### config.mk
export PLATFORM = sky130hd
export DESIGN_NAME = sprog_target
export DESIGN_NICKNAME = d
export VERILOG_FILES = /design/src/rtl/sprog_pkg.sv /design/src/rtl/sprog_sync.sv /design/src/rtl/sprog_addr.sv /design/src/rtl/sprog_link.sv /design/src/rtl/sprog_target.sv
export SDC_FILE = /design/constraint.sdc
export NUM_CORES = 1
export LEC_CHECK = 0
export ABC_AREA = 0
export BUFFER_PORTS_ARGS = -buffer_cell sky130_fd_sc_hd__clkbuf_2
export CORE_AREA = 2 2 76 85
export CTS_BUF_LIST = sky130_fd_sc_hd__clkbuf_8
export CTS_CLUSTER_SIZE = 10
export DETAILED_ROUTE_END_ITERATION = 12
export DIE_AREA = 0 0 78 87
export PLACE_DENSITY = 0.84
export SYNTH_ARGS = -nofsm -noshare
export SYNTH_HDL_FRONTEND = slang
export SYNTH_SLANG_ARGS = --single-unit
### constraint.sdc
create_clock -name clk -period 2.63 [get_ports clk]
set_clock_uncertainty 0.05 [all_clocks]
set_input_delay 0.526 -clock clk [delete_from_list [all_inputs] [get_ports clk]]
set_output_delay 0.526 -clock clk [all_outputs]
set_load 0.02 [all_outputs]
### src/rtl/sprog_pkg.sv
package sprog_pkg;
  localparam int CMD_W = 6;
  localparam int WORD_W = 14;
  localparam int FRAME_LEN = 16;

  localparam logic [CMD_W-1:0] OP_LOAD_CFG  = 6'b000000;
  localparam logic [CMD_W-1:0] OP_LOAD_DATA = 6'b000010;
  localparam logic [CMD_W-1:0] OP_READ_DATA = 6'b000100;
  localparam logic [CMD_W-1:0] OP_INC_ADDR  = 6'b000110;
  localparam logic [CMD_W-1:0] OP_PROGRAM   = 6'b001000;

  typedef enum logic [1:0] {
    ST_CMD,
    ST_LOAD,
    ST_READ
  } link_state_t;
endpackage

### src/rtl/sprog_sync.sv
module sprog_sync #(
  parameter int N = 2,
  parameter int STAGES = 2
) (
  input  logic         clk,
  input  logic         rst,
  input  logic [N-1:0] din,
  output logic [N-1:0] dout
);
  for (genvar i = 0; i < N; i++) begin : g_pin
    logic [STAGES-1:0] chain;
    always_ff @(posedge clk) begin
      if (rst) chain <= '0;
      else     chain <= {chain[STAGES-2:0], din[i]};
    end
    assign dout[i] = chain[STAGES-1];
  end
endmodule

### src/rtl/sprog_addr.sv
module sprog_addr #(
  parameter int AW = 14,
  parameter logic [AW-1:0] CFG_BASE = 14'h2000
) (
  input  logic          clk,
  input  logic          rst,
  input  logic          inc,
  input  logic          jump_cfg,
  output logic [AW-1:0] addr,
  output logic          cfg
);
  logic [AW-1:0] stepped;
  assign stepped = addr + AW'(1);

  always_ff @(posedge clk) begin
    if (rst) begin
      addr <= '0;
      cfg  <= 1'b0;
    end else if (jump_cfg) begin
      addr <= CFG_BASE;
      cfg  <= 1'b1;
    end else if (inc) begin
      addr <= cfg ? (stepped | CFG_BASE) : stepped;
    end
  end
endmodule

### src/rtl/sprog_link.sv
module sprog_link
  import sprog_pkg::*;
#(
  parameter int CW = CMD_W,
  parameter int DW = WORD_W,
  parameter int FL = FRAME_LEN
) (
  input  logic          clk,
  input  logic          rst,
  input  logic          sclk_s,
  input  logic          sdat_s,
  input  logic [DW-1:0] rd_word,
  output logic          ev_cfg,
  output logic          ev_inc,
  output logic          ev_prog,
  output logic          word_valid,
  output logic [DW-1:0] word,
  output logic          tx_bit,
  output logic          tx_en
);
  localparam int NW = $clog2(FL);
  localparam logic [NW-1:0] CMD_LAST   = NW'(CW - 1);
  localparam logic [NW-1:0] FRAME_LAST = NW'(FL - 1);
  localparam logic [NW-1:0] PAY_LAST   = NW'(DW);

  link_state_t   st;
  logic [NW-1:0] cnt;
  logic [CW-1:0] csr;
  logic [CW-1:0] cmd_next;
  logic [DW-1:0] osr;
  logic          sclk_q;
  logic          rise, fall;

  assign rise     = sclk_s & ~sclk_q;
  assign fall     = ~sclk_s & sclk_q;
  assign cmd_next = {sdat_s, csr[CW-1:1]};

  always_ff @(posedge clk) begin
    if (rst) begin
      st <= ST_CMD;
      cnt <= '0;
      csr <= '0;
      osr <= '0;
      word <= '0;
      sclk_q <= 1'b0;
      tx_bit <= 1'b0;
      tx_en <= 1'b0;
      ev_cfg <= 1'b0;
      ev_inc <= 1'b0;
      ev_prog <= 1'b0;
      word_valid <= 1'b0;
    end else begin
      sclk_q <= sclk_s;
      ev_cfg <= 1'b0;
      ev_inc <= 1'b0;
      ev_prog <= 1'b0;
      word_valid <= 1'b0;
      case (st)
        ST_CMD: begin
          if (fall) begin
            csr <= cmd_next;
            if (cnt == CMD_LAST) begin
              cnt <= '0;
              case (cmd_next)
                OP_LOAD_CFG: begin
                  ev_cfg <= 1'b1;
                  st <= ST_LOAD;
                end
                OP_LOAD_DATA: st <= ST_LOAD;
                OP_READ_DATA: st <= ST_READ;
                OP_INC_ADDR:  ev_inc <= 1'b1;
                OP_PROGRAM:   ev_prog <= 1'b1;
                default: ;
              endcase
            end else begin
              cnt <= cnt + NW'(1);
            end
          end
        end
        ST_LOAD: begin
          if (fall) begin
            if (cnt != '0 && cnt <= PAY_LAST)
              word <= {sdat_s, word[DW-1:1]};
            if (cnt == FRAME_LAST) begin
              word_valid <= 1'b1;
              cnt <= '0;
              st <= ST_CMD;
            end else begin
              cnt <= cnt + NW'(1);
            end
          end
        end
        ST_READ: begin
          if (rise) begin
            if (cnt == '0) begin
              tx_en <= 1'b1;
              tx_bit <= 1'b0;
              osr <= rd_word;
            end else if (cnt <= PAY_LAST) begin
              tx_bit <= osr[0];
              osr <= osr >> 1;
            end else begin
              tx_bit <= 1'b0;
            end
          end
          if (fall) begin
            if (cnt == FRAME_LAST) begin
              tx_en <= 1'b0;
              tx_bit <= 1'b0;
              cnt <= '0;
              st <= ST_CMD;
            end else begin
              cnt <= cnt + NW'(1);
            end
          end
        end
        default: st <= ST_CMD;
      endcase
    end
  end
endmodule

### src/rtl/sprog_target.sv
module sprog_target
  import sprog_pkg::*;
#(
  parameter int AW = 14,
  parameter int DW = WORD_W,
  parameter int SYNC_STAGES = 2,
  parameter logic [AW-1:0] CFG_BASE = 14'h2000
) (
  input  logic          clk,
  input  logic          rst,
  input  logic          sclk_pin,
  input  logic          sdat_pin,
  output logic          sdat_out,
  output logic          sdat_oe,
  output logic [AW-1:0] mem_addr,
  output logic [DW-1:0] mem_wdata,
  output logic          mem_we,
  input  logic [DW-1:0] mem_rdata,
  output logic          cfg_mode
);
  logic [1:0]    pins_s;
  logic          ev_cfg, ev_inc, ev_prog, word_valid;
  logic [DW-1:0] word;

  sprog_sync #(.N(2), .STAGES(SYNC_STAGES)) u_sync (
    .clk(clk), .rst(rst),
    .din({sdat_pin, sclk_pin}),
    .dout(pins_s)
  );

  sprog_link #(.CW(CMD_W), .DW(DW), .FL(FRAME_LEN)) u_link (
    .clk(clk), .rst(rst),
    .sclk_s(pins_s[0]), .sdat_s(pins_s[1]),
    .rd_word(mem_rdata),
    .ev_cfg(ev_cfg), .ev_inc(ev_inc), .ev_prog(ev_prog),
    .word_valid(word_valid), .word(word),
    .tx_bit(sdat_out), .tx_en(sdat_oe)
  );

  sprog_addr #(.AW(AW), .CFG_BASE(CFG_BASE)) u_addr (
    .clk(clk), .rst(rst),
    .inc(ev_inc), .jump_cfg(ev_cfg),
    .addr(mem_addr), .cfg(cfg_mode)
  );

  always_ff @(posedge clk) begin
    if (rst) begin
      mem_we <= 1'b0;
      mem_wdata <= '0;
    end else begin
      mem_we <= ev_prog;
      if (word_valid) mem_wdata <= word;
    end
  end
endmodule

==> flow_metrics.env, run 1 <==
export IMPL_port_buffers=49
export IMPL_arrival_ps=2300
export IMPL_syn_inst=343
export IMPL_path_delay_family="compound AO/OA/AOI/OAI gates"
export IMPL_slew_viol_final=0
export IMPL_antenna_found_initial=0
export IMPL_max_freq_ghz=0.476
export IMPL_grt_max_degree=29
export IMPL_grt_use_total_pct=19.7
export IMPL_crit_chain="inv_1, ha_1, or2_0, a21oi_1, a21oi_1, a311oi_1"
export IMPL_ys_ff_latch=80
export IMPL_clock_latency_ps=340
export IMPL_io_pins=50
export IMPL_critPathRequiredTime_ps=2830
export IMPL_seq_area_frac_synth_pct=48.2
export IMPL_worst_setup_path_type="register to register"
export IMPL_whs_ps=349
export IMPL_setup_viol=0
export IMPL_dieArea_um2=6790
export IMPL_power_density_nw_per_um2=595
export IMPL_p_total_mw=2.28
export IMPL_status="finished, final reports clean"
export IMPL_wl_per_cell_um=13.3
export IMPL_fin_crit_ps=2100
export IMPL_worst_path_stages=6
export IMPL_syn_nets=370
export IMPL_finalHoldViolCount=0
export IMPL_h_tree_depth=3
export IMPL_crit_start="u_link.st[1]"
export IMPL_syn_area_um2=3320
export IMPL_path_buf_inv=1
export IMPL_cts_buffers=9
export IMPL_vias=2522
export IMPL_yosys_warnings=0
export IMPL_die_w_um=78
export IMPL_worstReg2RegEnd="u_link.cnt[2]"
export IMPL_drt_pass1_iterations=4
export IMPL_gp_congestion=0.842
export IMPL_syn_avg_cell_area_um2=9.68
export IMPL_crit_slowest_cell="a21oi_1"
export IMPL_r2r_start="u_link.st[1]"
export IMPL_cts_hold_buf=0
export IMPL_vias_per_cell=5.31
export IMPL_core_area_um2=6010
export IMPL_grt_pass1_wl_um=10700
export IMPL_post_cts_buffers=0
export IMPL_peakVddDrop_mv=0.351
export IMPL_root_buffer="clkbuf_8"
export IMPL_rows=30
export IMPL_reg2reg_slack_ps=530
export IMPL_syn_to_final_growth_pct=15.3
export IMPL_drt_total_wl_um=6290
export IMPL_final_nets=417
export IMPL_drc=0
export IMPL_grt_overflow_total=0
export IMPL_antenna_left=0
export IMPL_worst_path_most_repeated_cell="a21oi_1"
export IMPL_period_share_pct=79.9
export IMPL_cts_tree="built"
export IMPL_diodes=0
export IMPL_max_slew_margin_pct=39.9
export IMPL_drt_iter0_drc=105
export IMPL_chipHeight_um=87
export IMPL_ff2ff_path_depth=6
export IMPL_fin_setup_tns_ps=0
export IMPL_clk_transition_reported_paths_ps=80
export IMPL_cp_max_fo=9
export IMPL_drive_gt1_share_pct=18.2
export IMPL_start_util_pct=55.3
export IMPL_p_leak_nw=1.53
export IMPL_dp_hpwl_um=4330
export IMPL_worstSetupEndpointType="register"
export IMPL_synth_cell_types=48
export IMPL_cts_buffer_depth=2
export IMPL_ctsResizeCount=0
export IMPL_rsz0062_at_grt="no"
export IMPL_max_cap_viol_count=0
export IMPL_crit_end="u_link.cnt[2]"
export IMPL_tightest_slew_ps=900
export IMPL_hold_class="input port to register"
export IMPL_grt_pass1_vias=2468
export IMPL_cts_sinks=80
export IMPL_max_stage_delay_ps=460
export IMPL_fill_cells=530
export IMPL_start_kind="register"
cells by family after synthesis:
kind of cell	synth area share [%]
AND/OR/NAND/NOR	19.5
flip-flops	48.2
multiplexers	13.9
AO/OA/AOI/OAI	9.34
buffers and inverters	3.09
XOR/XNOR	2.64
adder cells (fa/ha/maj)	3.39
report_power, final:
group | leakage (nW) | internal (mW) | switching [mW]
sequential | 0.645 | 1.22 | 0.00849
combinational | 0.773 | 0.0578 | 0.0723
clock | 0.111 | 0.489 | 0.435
cells in the mapped netlist, drive strengths merged:
library cell	count	area (um^2)
dfxtp	80	1600
or3	1	6.26
nor4b	2	32.5
a21oi	11	55.1
xor2	5	43.8
o21bai	1	7.51
a221o	1	10.0
a221oi	2	17.5
or4	2	15.0
and2	2	12.5
a311oi	1	8.76
a211o	1	8.76
and3	3	18.8
nand4	3	18.8
a32o	1	10.0
mux2i	46	460
and4	1	8.76
ha	9	113
nand3b	3	22.5
and4b	2	20.0
nor3	5	25.0
o21a	1	7.51
nor2b	6	37.5
nand2b	3	18.8
o21ai	5	25.0
inv	6	22.5
a2111oi	1	8.76
o211ai	2	15.0
nor3b	3	22.5
a211oi	14	105
nand2	9	33.8
and3b	1	8.76
o211a	1	10.0
nor4	1	6.26
nor2	67	254
clkbuf	12	45.0
buf	5	35.0
xnor2	5	43.8
o31ai	2	15.0
nand3	12	60.1
a31oi	1	6.26
or2	4	25.0
final cells by class:
cell class              instances  area, um^2  area share [%]
inverters                       6        22.5           0.588
repair buffers                 53         275            7.19
clock inverters                 5        56.3            1.47
flip-flops and latches         80        1600            41.8
multi-input cells             240        1620            42.4
well taps                      80         100            2.61
clock buffers                  11         151            3.95
state kept, by name, summed over array words and instances (netlist names), 2 cells and up:
name / cells
mem_wdata: 14
u_addr.addr: 14
u_link.cnt: 4
u_link.csr: 5
u_link.osr: 14
u_link.st: 2
u_link.word: 14
u_sync.g_pin.chain: 4
per-layer routing:
metal	share of wire [%]	vias up	track usage (%)
met5	0	-	0
met4	1.8	0	9.89
met3	3.6	11	5.08
met2	50	50	34.0
met1	45	1164	22.6
li1	-	1297	-
through the flow:
stage	instance area (um^2)	worst slack, ps	instances	util [%]
after floorplan	3320	682	343	-
after global routing	3830	258	475	63.8
after detailed placement	3620	553	459	60.3
final	3830	529	475	63.8
after global placement	3620	666	459	60.3
after CTS	3830	526	475	63.8
worst min path at each step:
stage,start,slack [ps],endpoint,cells past startpoint
after floorplan,u_link.ev_prog,360,mem_we,1
after global placement,u_link.ev_prog,380,mem_we,1
after detailed placement,u_sync.g_pin[0].chain[0],370,u_sync.g_pin[0].chain[1],1
after CTS,sclk_pin,340,u_sync.g_pin[0].chain[0],2
after global routing,sclk_pin,350,u_sync.g_pin[0].chain[0],2
final,sclk_pin,350,u_sync.g_pin[0].chain[0],2
cells in the final DEF, fill, tap and decap left out, types with 6 or more instances in the layout:
cell	count
ha_1	9
mux2i_1	46
nand2_1	9
clkbuf_8	11
a21oi_1	11
a211oi_1	14
inv_1	7
nand3_1	12
nor2b_1	6
clkbuf_2	49
nor2_1	66
dfxtp_1	80
(Power assumes the default switching activity.)
==> run 2, diff against run 1 <==
--- a/config.mk
+++ b/config.mk
@@ -7,12 +7,12 @@
 export LEC_CHECK = 0
 export ABC_AREA = 0
 export BUFFER_PORTS_ARGS = -buffer_cell sky130_fd_sc_hd__clkbuf_2
-export CORE_AREA = 2 2 76 85
+export CORE_AREA = 2 2 79 89
 export CTS_BUF_LIST = sky130_fd_sc_hd__clkbuf_8
 export CTS_CLUSTER_SIZE = 10
 export DETAILED_ROUTE_END_ITERATION = 12
-export DIE_AREA = 0 0 78 87
-export PLACE_DENSITY = 0.84
+export DIE_AREA = 0 0 81 91
+export PLACE_DENSITY = 0.81
 export SYNTH_ARGS = -nofsm -noshare
 export SYNTH_HDL_FRONTEND = slang
 export SYNTH_SLANG_ARGS = --single-unit
==> constraint.sdc (replaced) <==
create_clock -name clk -period 1.9 [get_ports clk]
set_clock_uncertainty 0.05 [all_clocks]
set_input_delay 0.38 -clock clk [delete_from_list [all_inputs] [get_ports clk]]
set_output_delay 0.38 -clock clk [all_outputs]
set_load 0.02 [all_outputs]
==> flow_metrics.env, run 2 (synthesized netlist as in run 1, its figures left out) <==
export IMPL_status="finished, final reports clean"
export IMPL_final_area_um2=3950
export IMPL_fin_crit_ps=1800
export IMPL_max_stage_delay_ps=350
export IMPL_dpl_cell_area_um2=3720
export IMPL_hold_class="input port to register"
export IMPL_finalHoldViolCount=0
export IMPL_wl_per_cell_um=13.0
export IMPL_cts_buffers=9
export IMPL_gp_congestion=0.809
export IMPL_grt_overflow_total=0
export IMPL_dp_cells=470
export IMPL_antenna_left=0
export IMPL_max_freq_ghz=0.556
export IMPL_crit_slowest_cell="dfxtp_2"
export IMPL_final_nets=426
export IMPL_crit_chain="inv_1, ha_1, and4b_1, nor4b_4, buf_12, mux2i_1, nor2_1"
export IMPL_io_pins=50
export IMPL_cts_tree="built"
export IMPL_whs_endpoint="u_sync.g_pin[1].chain[0]"
export IMPL_path_buf_inv=2
export IMPL_drt_met1_wl_um=2810
export IMPL_r2r_start="u_link.cnt[0]"
export IMPL_highest_layer="met4"
export IMPL_cts_buffer_depth=2
export IMPL_grt_use_total_pct=18.7
export IMPL_vias=2589
export IMPL_max_cap_viol_count=0
export IMPL_slew_viol_final=0
export IMPL_antenna_found_initial=0
export IMPL_drive_gt1_share_pct=21.3
export IMPL_core_area_um2=6440
export IMPL_post_cts_buffers=0
export IMPL_dieArea_um2=7370
export IMPL_hold_depth=2
export IMPL_critPathRequiredTime_ps=2090
export IMPL_p_leak_nw=1.59
export IMPL_grt_max_degree=29
export IMPL_tightest_slew_ps=390
export IMPL_syn_to_final_growth_pct=19.0
export IMPL_start_kind="register"
export IMPL_drc=0
export IMPL_worst_setup_path_type="register to register"
export IMPL_holdCritStartpoint="sdat_pin"
export IMPL_whs_ps=190
export IMPL_grt_pass1_vias=2560
export IMPL_diodes=0
export IMPL_grt_pass1_wl_um=10900
export IMPL_wl_met2_um=3150
export IMPL_fin_ws_ps=103
export IMPL_cp_max_fo=14
export IMPL_reg2reg_slack_ps=100
export IMPL_layout_common_cells="78 x dfxtp_1, 66 x nor2_1, 49 x clkbuf_2, 46 x mux2i_1, 14 x a211oi_1"
export IMPL_start_util_pct=51.6
export IMPL_arrival_ps=1980
export IMPL_dp_worst_setup_slack_ps=110
export IMPL_cts_sinks=80
export IMPL_chipHeight_um=91
export IMPL_port_buffers=49
export IMPL_die_w_um=81
export IMPL_fin_cells=486
export IMPL_setup_viol=0
export IMPL_h_tree_depth=3
export IMPL_drt_iter0_drc=127
export IMPL_layout_commonest_cell="dfxtp_1"
export IMPL_clk_transition_reported_paths_ps=80
export IMPL_dp_hpwl_um=4400
export IMPL_clock_latency_ps=350
export IMPL_worstReg2RegEnd="u_link.word[3]"
export IMPL_period_share_pct=94.6
export IMPL_fin_util_pct=61.4
export IMPL_max_slew_margin_pct=73.6
export IMPL_path_delay_family="simple AND/OR/NAND/NOR gates"
export IMPL_root_buffer="clkbuf_8"
export IMPL_route_met3_wl_um=226
export IMPL_drt_pass1_iterations=4
export IMPL_ff2ff_path_depth=7
export IMPL_peakVddDrop_mv=0.594
export IMPL_vias_per_cell=5.33
export IMPL_rows=31
export IMPL_drt_total_wl_um=6300
export IMPL_worstSetupEndpointType="register"
export IMPL_power_density_nw_per_um2=823
==> run 2: layout make-up <==
cell class / instances / area [um^2]
inverters: 6 / 22.5
clock inverters: 6 / 82.6
flip-flops and latches: 80 / 1600
well taps: 82 / 103
clock buffers: 10 / 138
fillers: 569 / 2490
multi-input cells: 240 / 1640
repair buffers: 62 / 368
==> run 2: routing by layer <==
metal,track usage [%],up-vias
met5,0,-
li1,-,1322
met2,30.9,57
met4,8.33,0
met1,21.6,1201
met3,6.06,9
==> run 2: per-stage QoR <==
step           total power [mW]  TNS (ps)
6_report                   3.25         0
5_1_grt                    3.38     -56.7
4_1_cts                    3.29         0
3_5_place_dp               1.92         0
3_3_place_gp               1.91         0
2_1_floorplan              1.87         0
==> run 2: timing repair <==
action	CTS	global route
setup endpoints to repair	0	3
hold buffers	0	0
gates resized for setup	0	5
==> run 2: where the power goes <==
part | leakage (nW) | switching, mW | internal [mW]
sequential | 0.646 | 0.0121 | 1.69
clock | 0.118 | 0.602 | 0.772
combinational | 0.821 | 0.0997 | 0.0816
total | 1.59 | 0.714 | 2.54
==> run 2: how the worst max path moves through the flow <==
stage | startpoint | to | slack (ps) | cells after the start
6_report | u_link.cnt[0] | u_link.word[3] | 100 | 7
5_1_grt | u_link.st[1] | u_link.cnt[3] | -60 | 6
4_1_cts | u_link.cnt[0] | u_link.word[3] | 100 | 7
3_5_place_dp | u_link.cnt[0] | u_link.word[6] | 110 | 7
3_3_place_gp | u_link.cnt[1] | u_link.st[1] | 170 | 5
2_1_floorplan | u_link.cnt[1] | u_link.word[12] | 10 | 8
==> run 3, diff against run 2 <==
--- a/config.mk
+++ b/config.mk
@@ -13,6 +13,8 @@
 export DETAILED_ROUTE_END_ITERATION = 12
 export DIE_AREA = 0 0 81 91
 export PLACE_DENSITY = 0.81
+export RECOVER_POWER = 50
+export REMOVE_ABC_BUFFERS = 1
 export SYNTH_ARGS = -nofsm -noshare
 export SYNTH_HDL_FRONTEND = slang
 export SYNTH_SLANG_ARGS = --single-unit
==> flow_metrics.env, run 3 (synthesized netlist as in run 1, its figures left out) <==
export IMPL_status="finished, final reports clean"
export IMPL_internal_power_mw=2.40
export IMPL_pwr_share_comb_pct=6.0
export IMPL_layout_commonest_cell="dfxtp_1"
export IMPL_critPathRequiredTime_ps=2070
export IMPL_fin_crit_ps=1870
export IMPL_drt_pass1_iterations=4
export IMPL_switching_power_mw=0.696
export IMPL_grt_use_total_pct=17.8
export IMPL_port_buffers=49
export IMPL_vias=2658
export IMPL_worstReg2RegEnd="u_link.word[4]"
export IMPL_diodes=0
export IMPL_setup_viol=0
export IMPL_hold_class="input port to register"
export IMPL_tightest_slew_ps=707
export IMPL_start_kind="register"
export IMPL_pwr_share_clk_pct=39.3
export IMPL_cts_buffers=9
export IMPL_die_w_um=81
export IMPL_drive_gt1_share_pct=21.0
export IMPL_crit_end="u_link.word[4]"
export IMPL_period_share_pct=98.6
export IMPL_root_buffer="clkbuf_8"
export IMPL_max_cap_viol_count=0
export IMPL_fin_ws_ps=26.9
export IMPL_start_util_pct=51.6
export IMPL_arrival_ps=2040
export IMPL_rows=31
export IMPL_power_density_nw_per_um2=783
export IMPL_dp_worst_setup_slack_ps=49.0
export IMPL_crit_start="u_link.cnt[0]"
export IMPL_cts_buffer_depth=2
export IMPL_clock_latency_ps=340
export IMPL_antenna_left=0
export IMPL_fin_util_pct=61.5
export IMPL_max_freq_ghz=0.534
export IMPL_cts_tree="built"
export IMPL_seq_power_share_pct=54.7
export IMPL_drt_iter0_drc=130
export IMPL_r2r_start="u_link.cnt[0]"
export IMPL_max_slew_margin_pct=52.8
export IMPL_ff2ff_path_depth=7
export IMPL_vias_per_cell=5.46
export IMPL_worst_setup_path_type="register to register"
export IMPL_gp_congestion=0.856
export IMPL_grt_pass1_wl_um=10600
export IMPL_worstSetupEndpointType="register"
export IMPL_io_pins=50
export IMPL_swShare_pct=22.5
export IMPL_reg2reg_slack_ps=30
export IMPL_h_tree_depth=3
export IMPL_fin_cells=487
export IMPL_drt_total_wl_um=6510
export IMPL_dp_cells=469
export IMPL_cts_sinks=80
export IMPL_grt_max_degree=39
export IMPL_dieArea_um2=7370
export IMPL_drc=0
export IMPL_antenna_found_initial=0
export IMPL_layout_common_cells="78 x dfxtp_1, 66 x nor2_1, 47 x clkbuf_2, 46 x mux2i_1, 14 x a211oi_1"
export IMPL_final_nets=428
export IMPL_chipHeight_um=91
export IMPL_p_total_mw=3.10
export IMPL_syn_to_final_growth_pct=19.1
export IMPL_peakVddDrop_mv=0.459
export IMPL_slew_viol_final=0
export IMPL_clk_transition_reported_paths_ps=80
export IMPL_core_area_um2=6440
export IMPL_cp_max_fo=7
export IMPL_crit_slowest_cell="dfxtp_4"
export IMPL_grt_overflow_total=0
export IMPL_max_stage_delay_ps=370
export IMPL_p_leak_nw=1.57
export IMPL_dp_hpwl_um=4530
export IMPL_cts_hold_buf=0
export IMPL_grt_pass1_vias=2467
export IMPL_finalHoldViolCount=0
export IMPL_fill_cells=548
export IMPL_crit_chain="inv_2, ha_2, and4b_2, nor4b_4, clkbuf_16, mux2i_1, nor2_1"
export IMPL_wl_per_cell_um=13.4
export IMPL_fin_setup_tns_ps=0
[run 3: layer usage]
metal	routed length, um	track usage (%)	up-vias
li1	-	-	1324
met1	2940	21.2	1274
met2	3240	30.7	55
met3	281	4.27	5
met4	47	6.36	0
met5	0	0	-
[run 3: power by group through the flow]
stage,Sequential (mW),Combinational (mW),Clock [mW]
global route,1.70,0.203,1.33
finish,1.70,0.185,1.22
detailed placement,1.74,0.182,0
global placement,1.73,0.178,0
floorplan,1.73,0.118,0
CTS,1.70,0.184,1.26
[run 3: critical path: cells and delay by family (launching register included)]
family | cells | cell delay, ps
DFF | 1 | 370
muxes | 1 | 190
buffers and inverters | 2 | 310
and+or+nand+nor | 3 | 670
adders and majority gates | 1 | 180
[run 3: timing repair]
item / 4_1_cts / 5_1_grt
setup endpoints to repair: 0 / 18
buffers inserted: 0 / 2
gates resized for setup: 0 / 8
[run 3: cell type report]
cell class | instances | area [um^2] | area share (%)
Multi-Input combinational cell | 240 | 1630 | 41.2
Inverter | 6 | 22.5 | 0.569
Sequential cell | 80 | 1610 | 40.7
Clock inverter | 5 | 57.6 | 1.45
Tap cell | 82 | 103 | 2.59
Timing Repair Buffer | 64 | 398 | 10.1
Clock buffer | 10 | 138 | 3.48
[run 3: per-stage QoR]
step	hold WS, ps	instance area (um^2)
6_report	212	3960
5_1_grt	232	3960
4_1_cts	201	3910
3_5_place_dp	382	3710
3_3_place_gp	374	3710
2_1_floorplan	364	3240
[run 3: how the worst min path moves through the flow]
stage,startpoint,endpoint,depth (start not counted)
floorplan,u_link.ev_prog,mem_we,1
global placement,u_sync.g_pin[0].chain[0],u_sync.g_pin[0].chain[1],1
detailed placement,u_sync.g_pin[0].chain[0],u_sync.g_pin[0].chain[1],1
CTS,sclk_pin,u_sync.g_pin[0].chain[0],2
global route,sclk_pin,u_sync.g_pin[0].chain[0],2
finish,sclk_pin,u_sync.g_pin[0].chain[0],2
